`src/rtl/hilo_chk_pkg.sv`:
```
package hilo_chk_pkg;

    localparam int ADDR_W = 32;
    localparam int TIME_W = 32;

    typedef enum logic [2:0] {
        EV_WR_HI = 3'd0,
        EV_WR_LO = 3'd1,
        EV_RD_HI = 3'd2,
        EV_RD_LO = 3'd3,
        EV_MUL   = 3'd4,
        EV_DIV   = 3'd5
    } ev_kind_e;

    typedef enum logic [1:0] {
        VC_NONE    = 2'd0,
        VC_WR_GAP  = 2'd1,
        VC_OP_GAP  = 2'd2,
        VC_CORRUPT = 2'd3
    } viol_e;

    typedef struct packed {
        logic              vld;
        logic [TIME_W-1:0] t;
        logic [ADDR_W-1:0] pc;
    } stamp_t;

    typedef struct packed {
        stamp_t wr;
        stamp_t rd;
        stamp_t op;
    } hist_t;

    // A valid read stamp that is closer than 'gap' cycles to 'now'
    function automatic logic too_close(stamp_t rd, logic [TIME_W-1:0] now,
                                       logic [TIME_W-1:0] gap);
        logic [TIME_W:0] lim;
        lim = {1'b0, rd.t} + {1'b0, gap};
        return rd.vld && (lim > {1'b0, now});
    endfunction

    // A valid stamp strictly inside the open interval (lo, hi)
    function automatic logic inside_win(stamp_t s, logic [TIME_W-1:0] lo,
                                        logic [TIME_W-1:0] hi);
        return s.vld && (s.t > lo) && (s.t < hi);
    endfunction

    // Corruption test for a read of 'own' while 'peer' is the other register
    function automatic logic corrupted(hist_t own, hist_t peer);
        logic peer_wr_after, own_wr_before;
        peer_wr_after = own.op.vld && peer.wr.vld && (peer.wr.t > own.op.t);
        own_wr_before = !own.wr.vld || (own.wr.t < own.op.t);
        return peer_wr_after && own_wr_before
            && !inside_win(own.rd,  own.op.t, peer.wr.t)
            && !inside_win(peer.rd, own.op.t, peer.wr.t);
    endfunction

endpackage

```
`src/rtl/hilo_rules.sv`:
```
module hilo_rules
    import hilo_chk_pkg::*;
#(
    parameter int MIN_GAP = 3
) (
    input  logic              ev_valid,
    input  ev_kind_e          ev_kind,
    input  logic [TIME_W-1:0] ev_time,
    input  logic              relaxed,
    input  hist_t             h_hi,
    input  hist_t             h_lo,
    output viol_e             code,
    output logic [ADDR_W-1:0] pc_a,
    output logic [ADDR_W-1:0] pc_b
);

    localparam logic [TIME_W-1:0] GAP = TIME_W'(MIN_GAP);

    logic close_hi, close_lo;
    assign close_hi = too_close(h_hi.rd, ev_time, GAP);
    assign close_lo = too_close(h_lo.rd, ev_time, GAP);

    always_comb begin
        code = VC_NONE;
        pc_a = '0;
        pc_b = '0;
        if (ev_valid) begin
            case (ev_kind)
                EV_WR_HI: if (!relaxed && close_hi) begin
                    code = VC_WR_GAP;
                    pc_a = h_hi.rd.pc;
                end
                EV_WR_LO: if (!relaxed && close_lo) begin
                    code = VC_WR_GAP;
                    pc_a = h_lo.rd.pc;
                end
                EV_MUL, EV_DIV: if (ev_kind == EV_DIV || !relaxed) begin
                    if (close_hi) begin
                        code = VC_OP_GAP;
                        pc_a = h_hi.rd.pc;
                    end else if (close_lo) begin
                        code = VC_OP_GAP;
                        pc_a = h_lo.rd.pc;
                    end
                end
                EV_RD_HI: if (corrupted(h_hi, h_lo)) begin
                    code = VC_CORRUPT;
                    pc_a = h_hi.op.pc;
                    pc_b = h_lo.wr.pc;
                end
                EV_RD_LO: if (corrupted(h_lo, h_hi)) begin
                    code = VC_CORRUPT;
                    pc_a = h_lo.op.pc;
                    pc_b = h_hi.wr.pc;
                end
                default: ;
            endcase
        end
    end

endmodule

```
`config.mk`:
```
export PLATFORM = sky130hd
export DESIGN_NAME = hilo_rules
export DESIGN_NICKNAME = d
export VERILOG_FILES = /design/src/rtl/hilo_chk_pkg.sv /design/src/rtl/hilo_rules.sv
export SDC_FILE = /design/constraint.sdc
export NUM_CORES = 1
export LEC_CHECK = 0
export BUFFER_PORTS_ARGS = -buffer_cell sky130_fd_sc_hd__buf_4
export CAP_MARGIN = 40
export CORE_MARGIN = 10
export CORE_UTILIZATION = 40
export DETAILED_ROUTE_END_ITERATION = 7
export PLACE_DENSITY = 0.71
export SYNTH_ARGS = -nofsm -noshare
export SYNTH_HDL_FRONTEND = slang
export SYNTH_SLANG_ARGS = --single-unit
```
`constraint.sdc`:
```
create_clock -name vclk -period 4.1
set_input_delay 0.41 -clock vclk [all_inputs]
set_output_delay 0.41 -clock vclk [all_outputs]
set_load 0.03 [all_outputs]
```
==> implementation parameters, run 1 <==
Parameter                              Value

Status
  Status ... finished with violations
  Violated checks ... setup timing

Min path
  Worst hold path class ... in -> out

Power
  Power after layout ... roughly 2000 µW
  Standby leakage power ... approximately 0.010 µW
  Highest ir drop seen on vdd ... 0.0000575 V
  Power per standard cell area ... 99.8 nW/µm²

Logic synthesis
  Syn Std Cell Area ... around 13000 µm²
  Number of distinct library cell variants in the gate-level netlist after synthesis ... between 60 and 70
  Post-Synthesis Net Count ... 2636
  Synthesis Warnings ... 0
  Synthesized area per cell ... about 7.4 µm²
  Portion of the post-synthesis area used by sequential elements ... 0%
  Post-synthesis instance total ... approximately 1800

Worst setup path
  Data required, critical path ... ~3700 ps
  Crit path DAT ... approximately 4200 ps
  Launching element type of the critical path ... input pin
  Crit Path Max Fanout ... 6
  CP endpoint kind ... output pin
  Worst setup path category ... in -> out

STA
  Slew @ Worst Pin ... between 700 and 800 ps
  Final hold viol count ... 0
  Final clock period utilization by the worst path ... 113%
  Final critical delay including setup and external delays ... between 4000 and 5000 ps
  Setup Viol. Count Final ... 34
  Total count of max-transition violations in the final report ... 0
  Setup TNS ... -15080 ps
  Slew HR ... 49.7%
  Unrepaired setup endpoints after global routing ... yes
  FMAX ... 216 MHz
  Setup slack after layout ... -524 ps

Drt
  Via density per instance ... ~6.1
  Antenna-violating nets left ... 0
  Via count ... 17600
  # DRC ... 0
  Pre-Repair DR Iteration Count ... 5
  Overall routed net length ... around 76000 µm
  Routed wire length per instance ... 26.2 µm
  Violation count after the first detailed-route iteration ... ~1500

Placed design
  Post-DP HPWL ... approximately 66000 µm
  RD Place Congestion ... 1.03
  Port Buf Inserts ... just under 500
  Number of placed instances, taps included ... between 2000 and 3000
  Post-placement worst setup slack ... -539 ps

Global route
  First-pass GRT wire length ... roughly 110000 µm
  Overflow after GRT ... 0
  Vias in the first global route ... approximately 18000
  Combined global-route utilization of all metal layers ... between 30% and 40%
  Pin count of the biggest net entering global routing ... 48
  Antenna violations before repair ... 1

Floorplanning
  Die Outline Area ... 40100 µm²
  Row cnt ... 65
  Overall die width ... between 200 and 250 µm
  Core region area ... 31800 µm²
  Initial core utilization ... roughly two fifths
  Chip height ... around 200 µm
  Count of boundary I/O pins ... about 500

Layout
  Final nets ... approximately 3300
  Layout area overhead ... 52.4%
  Number of clock buffers in the layout ... 0
  Sequential Area ... 0 µm²
  Number of cells in the finished layout apart from fillers ... between 2000 and 3000
  Seq Cell Count ... 0
  Utilization of the core after routing ... 62.3%
  Antenna diode count ... 0
  Share of post-route cells with drive strength above 1 ... roughly a third

Flow run
  MaxCap Viol Count ... 0
==> path summary, 6_finish.rpt <==
kind / slack [ps] / cells after the start / startpoint / to
max: -520 / 20 / h_hi[97] / pc_a[22]
min: 1160 / 4 / h_lo[82] / pc_a[17]
==> report_power, final <==
group	leakage (µW)	switching, µW	total, µW	internal (µW)
logic	0.0101	1060	1980	914
registers	0	0	0	0
clock network	0	0	0	0
total	0.0101	1060	1980	914
==> stage by stage <==
stage / hold slack (ps) / instance area [µm²]
after global placement: 1180 / 19000
final: 1160 / 19800
after detailed placement: 1180 / 19000
after floorplan: 1030 / 13200
after CTS: 1150 / 19700
after global routing: 1160 / 19800
==> layer usage <==
| layer | track usage (%) | part of all wire, % |
|---|---|---|
| met2 | 61.7 | 48 |
| met4 | 11.4 | 3.8 |
| met3 | 4.75 | 8.5 |
| met5 | 0 | 0.016 |
| met1 | 43.1 | 40 |
==> cells in the final DEF, fill, tap and decap left out, drive strengths merged, types with 3 or more instances in the layout <==
master and instances:
nor2b 14, and3 14, buf 741, o221ai 24, o211ai 30, a2111oi 12, xnor2 47, a221oi 9
o2111ai 4, nor2 67, o21ai 76, a31oi 18, nor4 19, and2 15, o21a 3, nand3 150
nand2b 5, ha 444, a21o 35, nor3 16, nand2 134, nor3b 3, a211o 3, a21oi 181
a2111o 3, nand4 102, a221o 5, inv 182, a32oi 22, or3 5, xor2 13, a211oi 23
and4 14
==> kinds of logic after synthesis <==
family	Yosys count	synth area share (%)
simple gates	569	22.6
fa+ha+maj	444	42.8
buf+inv	229	7.29
compound gates	463	23.3
xor+xnor	60	4.04
==> critical path: stages <==
cell                        delay (ps)
sky130_fd_sc_hd__buf_12            100
sky130_fd_sc_hd__inv_12             30
sky130_fd_sc_hd__ha_4              140
sky130_fd_sc_hd__and4b_1           310
sky130_fd_sc_hd__nand4_1           190
sky130_fd_sc_hd__or3_4             400
sky130_fd_sc_hd__nor2_4            120
sky130_fd_sc_hd__xor2_1             80
sky130_fd_sc_hd__ha_1              290
sky130_fd_sc_hd__nand4_1           220
sky130_fd_sc_hd__nor4_4            380
sky130_fd_sc_hd__nand2_1           110
sky130_fd_sc_hd__a2bb2oi_2         200
sky130_fd_sc_hd__a211oi_4          300
sky130_fd_sc_hd__buf_6             170
sky130_fd_sc_hd__buf_12            120
sky130_fd_sc_hd__buf_4             140
sky130_fd_sc_hd__a32oi_1            60
sky130_fd_sc_hd__o211ai_1          220
sky130_fd_sc_hd__buf_4             210
==> layout make-up <==
class,count,area (µm²)
Inverter,182,703
Tap cell,435,544
Fill cell,2897,12000
Multi-Input combinational cell,1537,12600
Timing Repair Buffer,745,6000
==> cell usage after synthesis, types with 7 or more instances <==
master                        n  area, µm²
sky130_fd_sc_hd__and4_1      14        123
sky130_fd_sc_hd__and3_1      14       87.6
sky130_fd_sc_hd__nand4_1    102        638
sky130_fd_sc_hd__a32oi_1     22        193
sky130_fd_sc_hd__nor2_1      67        251
sky130_fd_sc_hd__nor2b_1     14       87.6
sky130_fd_sc_hd__o21ai_0     74        370
sky130_fd_sc_hd__o221ai_1    16        140
sky130_fd_sc_hd__xnor2_1     47        412
sky130_fd_sc_hd__ha_1       444       5560
sky130_fd_sc_hd__o211ai_1    30        225
sky130_fd_sc_hd__buf_6        7       78.8
sky130_fd_sc_hd__a211oi_1    19        143
sky130_fd_sc_hd__and2_1      14       87.6
sky130_fd_sc_hd__xor2_1      13        114
sky130_fd_sc_hd__a21oi_1    180        901
sky130_fd_sc_hd__clkbuf_1    18       67.6
sky130_fd_sc_hd__o221ai_2     8        120
sky130_fd_sc_hd__a21o_1      35        263
sky130_fd_sc_hd__inv_1      182        683
sky130_fd_sc_hd__buf_2       16       80.1
sky130_fd_sc_hd__nor3_1      16       80.1
sky130_fd_sc_hd__nand3_1    149        746
sky130_fd_sc_hd__nor4_1      18        113
sky130_fd_sc_hd__a31oi_1     18        113
sky130_fd_sc_hd__a221oi_1     8       70.1
sky130_fd_sc_hd__a2111oi_0   11       96.3
sky130_fd_sc_hd__nand2_1    133        499
==> repair_timing <==
action                                  4_1_cts  5_1_grt
setup buffers                                11        4
endpoints found under the setup margin       60       64
resized for setup                            82       10
hold buffers                                  0        0
cloned                                        6        2
pin swaps                                    48       29
(Power assumes the default switching activity.)
==> inputs of run 2 (changes only) <==
PLACE_DENSITY = default   (was 0.71)
PLACE_DENSITY_LB_ADDON = 0.25   (was default)
==> run 2 against run 1 <==
The run still ends with setup timing left. Final area down 2.2%. Count of clock-buffer cells in the layout unchanged. Sequential cell count unchanged. Global-route usage up 0.31 points. First-iteration DRC count up 3.1%. Combinational power about the same. Cell count down 2.0%. Maximum frequency down 2.4%. Hold slack better by 3.0 ps. Via count down 2.0%. Sequential share of layout area unchanged. Largest cell class unchanged. Largest power group unchanged.
==> implementation parameters, run 2 (synthesis gave the netlist of run 1 again) <==
Parameter                              Value

Placed design
  Number of placed instances, taps included ... 2822 (-1.9%)
  Instance area after placement ... 18600 µm² (-2.1%)
  RD Place Congestion ... 1.06 (+3.1%)
  Post-DP HPWL ... 67900 µm (+2.8%)
  Port Buf Inserts ... 493 (unchanged)

Drt
  Via count ... 17300 (-2.0%)
  Routed wire length per instance ... 27.1 µm (+3.3%)
  # DRC ... 0 (unchanged)
  Pre-Repair DR Iteration Count ... 5 (unchanged)
  Overall routed net length ... 76900 µm (+1.3%)
  Antenna-violating nets left ... 0 (unchanged)
  Via density per instance ... 6.07 (about the same)
  Violation count after the first detailed-route iteration ... 1585 (+3.1%)

Worst setup path
  Slowest cell on the critical path ... sky130_fd_sc_hd__or3_4
  Largest delay contributor family on the critical path ... simple AND/OR/NAND/NOR gates
  Worst setup path category ... in -> out
  Crit Path Max Fanout ... 5 (-1)
  Highest cell delay on the worst timing path ... 420 ps (+20 ps)
  CP endpoint kind ... output pin
  Crit path DAT ... 4330 ps (+120 ps)
  Cell repeated most along the worst path ... sky130_fd_sc_hd__buf_6
  Crit path from ... h_hi[97]
  Cells along the critical path ... buf_12 > inv_12 > ha_4 > and4b_2 > nand4_1 > or3_4 > nor2_4 > nand3_2 > xnor2_2 > ha_1 > and3_1 > a221o_1 > nor3_4 > buf_6 > a211oi_4 > buf_6 > clkbuf_16 > and2_4 > a31oi_1 > o221ai_2 > buf_6
  Number of cells on the critical path ... 21 (+5.0%)
  Worst Setup EP ... pc_a[2]
  Data required, critical path ... 3690 ps (about the same)
  Buffering stage count on the worst path with inverters included ... 6 (unchanged)
  Launching element type of the critical path ... input pin

STA
  Final hold slack ... 1160 ps (+2.96 ps)
  Final hold viol count ... 0 (unchanged)
  Setup slack after layout ... -637 ps (-113 ps)
  Total count of max-transition violations in the final report ... 0 (unchanged)
  Unrepaired setup endpoints after global routing ... yes
  Slew @ Worst Pin ... 1090 ps (+350 ps)
  Slew HR ... 25.7% (-24 points)
  Final critical delay including setup and external delays ... 4740 ps (+113 ps)
  FMAX ... 211 MHz (-2.4%)
  Setup Viol. Count Final ... 34 (unchanged)
  Final clock period utilization by the worst path ... 116% (+2.8 points)

Layout
  Sequential Area ... 0 µm² (unchanged)
  Final nets ... 3276 (-1.8%)
  Number of cells in the finished layout apart from fillers ... 2842 (-2.0%)
  Area taken by multi-input logic gates ... 12600 µm² (about the same)
  Commonest non-fill, non-tap cells in the layout ... sky130_fd_sc_hd__buf_4 (636), sky130_fd_sc_hd__ha_1 (443), sky130_fd_sc_hd__inv_1 (180)
  Share of post-route cells with drive strength above 1 ... 32.5% (-1.6 points)
  Utilization of the core after routing ... 60.9% (-1.4 points)
  Leading cell type in the layout, fill and taps excluded ... sky130_fd_sc_hd__buf_4
  # fillers ... 2983 (+3.0%)
  Post-route cell area ... 19400 µm² (-2.2%)
  Seq Cell Count ... 0 (unchanged)
  Layout area overhead ... 49.1%
  Number of clock buffers in the layout ... 0 (unchanged)

Status
  Violated checks ... setup timing
  Status ... finished with violations

Global route
  Vias in the first global route ... 16800 (-4.3%)
  Overflow after GRT ... 0 (unchanged)
  Combined global-route utilization of all metal layers ... 35.5% (+0.31 points)
  Antenna violations before repair ... 5 (+4)
  First-pass GRT wire length ... 110000 µm (-0.40%)
  Pin count of the biggest net entering global routing ... 42 (-13%)

Min path
  Worst hold path class ... in -> out
  Instance count along the most critical hold path ... 4 (unchanged)

Power
  Highest ir drop seen on vdd ... 0.0000596 V (+3.6%)
  Power after layout ... 1950 µW (-1.5%)
  Power per standard cell area ... 100 nW/µm² (+0.72%)
  Standby leakage power ... 0.00978 µW (-2.8%)

Floorplanning
  Die Outline Area ... 40100 µm² (unchanged)
  Overall die width ... 200 µm (unchanged)
  Core region area ... 31800 µm² (unchanged)
  Row cnt ... 65 (unchanged)
  Chip height ... 200 µm (unchanged)
  Count of boundary I/O pins ... 493 (unchanged)
  Initial core utilization ... 40.9% (unchanged)

Clock network
  Cts-stage hold buffer count ... 0 (unchanged)

Flow run
  MaxCap Viol Count ... 0 (unchanged)
## run 2: worst min path at each step
stage	from	end	slack [ps]
2_1_floorplan	h_lo[75]	pc_a[10]	1030
3_3_place_gp	h_lo[81]	pc_a[16]	1180
3_5_place_dp	h_lo[81]	pc_a[16]	1180
4_1_cts	h_lo[81]	pc_a[16]	1160
5_1_grt	h_lo[73]	pc_a[8]	1180
6_report	h_lo[73]	pc_a[8]	1160
## run 2: through the flow
step / setup TNS [ps] / setup slack [ps]
4_1_cts: -15540 / -531
3_3_place_gp: -16430 / -557
6_report: -17710 / -637
2_1_floorplan: -1240 / -119
5_1_grt: -23000 / -762
3_5_place_dp: -19500 / -648
## run 2: cell type report
type | instances | share of cell area (%)
multi-input combinational | 1536 | 64.8
antenna | 4 | 0.0517
timing repair buffer | 685 | 28.7
inverter | 182 | 3.63
tap | 435 | 2.81
## run 2: repair_timing
| item | 4_1_cts | 5_1_grt |
|---|---|---|
| gates cloned | 4 | 2 |
| setup endpoints to repair | 53 | 65 |
| resized for setup | 61 | 33 |
| endpoints found under the hold margin | 0 | 0 |
| setup buffers | 8 | 5 |
| pin swaps | 21 | 16 |
## run 2: report_power, final
part / switching [µW] / internal, µW
clock: 0 / 0.000132
combinational: 1060 / 887
sequential: 0 / 0
## run 2: routing by layer
metal  wire length [µm]  track usage [%]
met4               3770             15.1
met2              34900             58.3
met5                 11                0
met1              31100             44.4
met3               7110             6.42
==> inputs of run 3 (changes only) <==
RECOVER_POWER = 25   (was default)
==> run 3 against run 2 <==
The run still ends with setup timing left. Final area barely moved. Sequential share of layout area did not move. Maximum frequency rose by 0.17%. Non-clock buffer count did not move. Via count rose by 0.28%. Sequential cell count did not move. Cell count did not move. Routed wire length barely moved. Global-route usage did not move. Core utilization barely moved. Combinational power barely moved. Count of clock-buffer cells in the layout did not move. Critical endpoint unchanged. Largest cell class unchanged.
==> implementation parameters, run 3 (synthesis gave the netlist of run 1 again) <==
Parameter                              Value

Global route
  Overflow after GRT ... 0 (unchanged)
  Antenna violations before repair ... 5 (unchanged)
  Pin count of the biggest net entering global routing ... 42 (unchanged)
  Vias in the first global route ... 16800 (unchanged)
  First-pass GRT wire length ... 110000 µm (unchanged)
  Combined global-route utilization of all metal layers ... 35.5% (unchanged)

Power
  Standby leakage power ... 0.00978 µW (about the same)
  Power per standard cell area ... 101 nW/µm² (+0.15%)
  Highest ir drop seen on vdd ... 0.0000598 V (+0.42%)

Min path
  Worst hold path class ... in -> out
  Instance count along the most critical hold path ... 4 (unchanged)

Worst setup path
  Cells along the critical path ... buf_12 > inv_12 > ha_4 > and4b_2 > nand4_1 > or3_4 > nor2_4 > nand3_2 > xnor2_2 > ha_1 > and3_1 > a221o_1 > nor3_4 > buf_6 > a211oi_4 > buf_6 > clkbuf_16 > and2_4 > a31oi_1 > o221ai_2 > buf_6
  Launching element type of the critical path ... input pin
  Crit path DAT ... 4320 ps (about the same)
  CP endpoint kind ... output pin
  Largest delay contributor family on the critical path ... simple AND/OR/NAND/NOR gates
  Worst setup path category ... in -> out
  Highest cell delay on the worst timing path ... 420 ps (about the same)
  Data required, critical path ... 3690 ps (about the same)
  Slowest cell on the critical path ... sky130_fd_sc_hd__or3_4
  Number of cells on the critical path ... 21 (unchanged)
  Crit Path Max Fanout ... 5 (unchanged)
  Buffering stage count on the worst path with inverters included ... 6 (unchanged)
  Cell repeated most along the worst path ... sky130_fd_sc_hd__buf_6

Placed design
  RD Place Congestion ... 1.06 (unchanged)
  Post-DP HPWL ... 67900 µm (unchanged)
  Instance area after placement ... 18600 µm² (unchanged)
  Port Buf Inserts ... 493 (unchanged)

Layout
  Commonest non-fill, non-tap cells in the layout ... sky130_fd_sc_hd__buf_4 (630), sky130_fd_sc_hd__ha_1 (443), sky130_fd_sc_hd__inv_1 (180)
  Post-route cell area ... 19400 µm² (about the same)
  Layout area overhead ... 49.0% (about the same)
  Share of post-route cells with drive strength above 1 ... 32.5% (-0.042 points)
  Sequential Area ... 0 µm² (unchanged)
  Leading cell type in the layout, fill and taps excluded ... sky130_fd_sc_hd__buf_4
  Number of clock buffers in the layout ... 0 (unchanged)
  Utilization of the core after routing ... 60.9% (about the same)
  Seq Cell Count ... 0 (unchanged)
  Final nets ... 3276 (unchanged)

STA
  Unrepaired setup endpoints after global routing ... yes
  Final hold viol count ... 0 (unchanged)
  Slew HR ... 26.6% (+0.83 points)
  Final critical delay including setup and external delays ... 4730 ps (-8.16 ps)
  Final clock period utilization by the worst path ... 115% (-0.20 points)
  Total count of max-transition violations in the final report ... 0 (unchanged)
  Setup Viol. Count Final ... 34 (unchanged)
  Setup slack after layout ... -629 ps (+8.16 ps)
  Slew @ Worst Pin ... 1070 ps (-12.1 ps)
  FMAX ... 211 MHz (+0.17%)

Drt
  Violation count after the first detailed-route iteration ... 1651 (+4.2%)
  Via density per instance ... 6.09 (+0.28%)
  Routed wire length per instance ... 27.0 µm (about the same)
  Antenna-violating nets left ... 0 (unchanged)
  Overall routed net length ... 76900 µm (about the same)
  Pre-Repair DR Iteration Count ... 5 (unchanged)
  Via count ... 17300 (+0.28%)
  # DRC ... 0 (unchanged)

Floorplanning
  Row cnt ... 65 (unchanged)
  Core region area ... 31800 µm² (unchanged)
  Chip height ... 200 µm (unchanged)
  Die Outline Area ... 40100 µm² (unchanged)
  Count of boundary I/O pins ... 493 (unchanged)
  Initial core utilization ... 40.9% (unchanged)
  Overall die width ... 200 µm (unchanged)

Status
  Status ... finished with violations
  Violated checks ... setup timing

Flow run
  MaxCap Viol Count ... 0 (unchanged)
## run 3: cell types whose count changed in the layout (fill, tap and decap cells not counted), sizes merged
cell | previous run | this run
buf | 682 | 677
clkbuf | 2 | 7
## run 3: per-layer routing
layer  global-route usage [%]  share of wire [%]  vias to the layer above
met5                        0              0.014                        -
met4                     15.1                4.9                        2
met3                     6.42                8.5                      163
met2                     58.3                 45                      941
met1                     44.4                 41                     8159
li1                         -                  -                     8046
## run 3: area by class of cell
cell class | count | area (µm²)
Tap cell | 435 | 544
Multi-Input combinational cell | 1536 | 12600
Fill cell | 2986 | 12400
Antenna cell | 4 | 10.0
Timing Repair Buffer | 685 | 5550
Inverter | 182 | 703
## run 3: report_power, final
group | switching, µW | leakage (µW) | internal [µW]
Clock | 0 | 0.0000000254 | 0.000132
Combinational | 1060 | 0.00978 | 886
Sequential | 0 | 0 | 0
## run 3: final timing paths
path,to,slack [ps],start
hold / removal,pc_a[8],1160,h_lo[73]
setup / recovery,pc_a[2],-630,h_hi[97]
## run 3: what timing repair did
item,4_1_cts,5_1_grt
gates cloned,4,2
hold buffers,0,0
setup endpoints to repair,53,65
resized for setup,61,33
buffers inserted,8,5
pin swaps,21,16
endpoints found under the hold margin,0,0
## run 3: per-stage QoR
step / setup WS, ps / setup TNS, ps / instances / hold WS, ps / total power [µW]
finish: -629 / -17760 / 2842 / 1160 / 1950
global route: -762 / -23020 / 2842 / 1180 / 2110
CTS: -531 / -15540 / 2833 / 1160 / 1880
detailed placement: -648 / -19500 / 2822 / 1180 / 1820
global placement: -557 / -16430 / 2822 / 1180 / 1770
floorplan: -119 / -1240 / 1765 / 1030 / 885
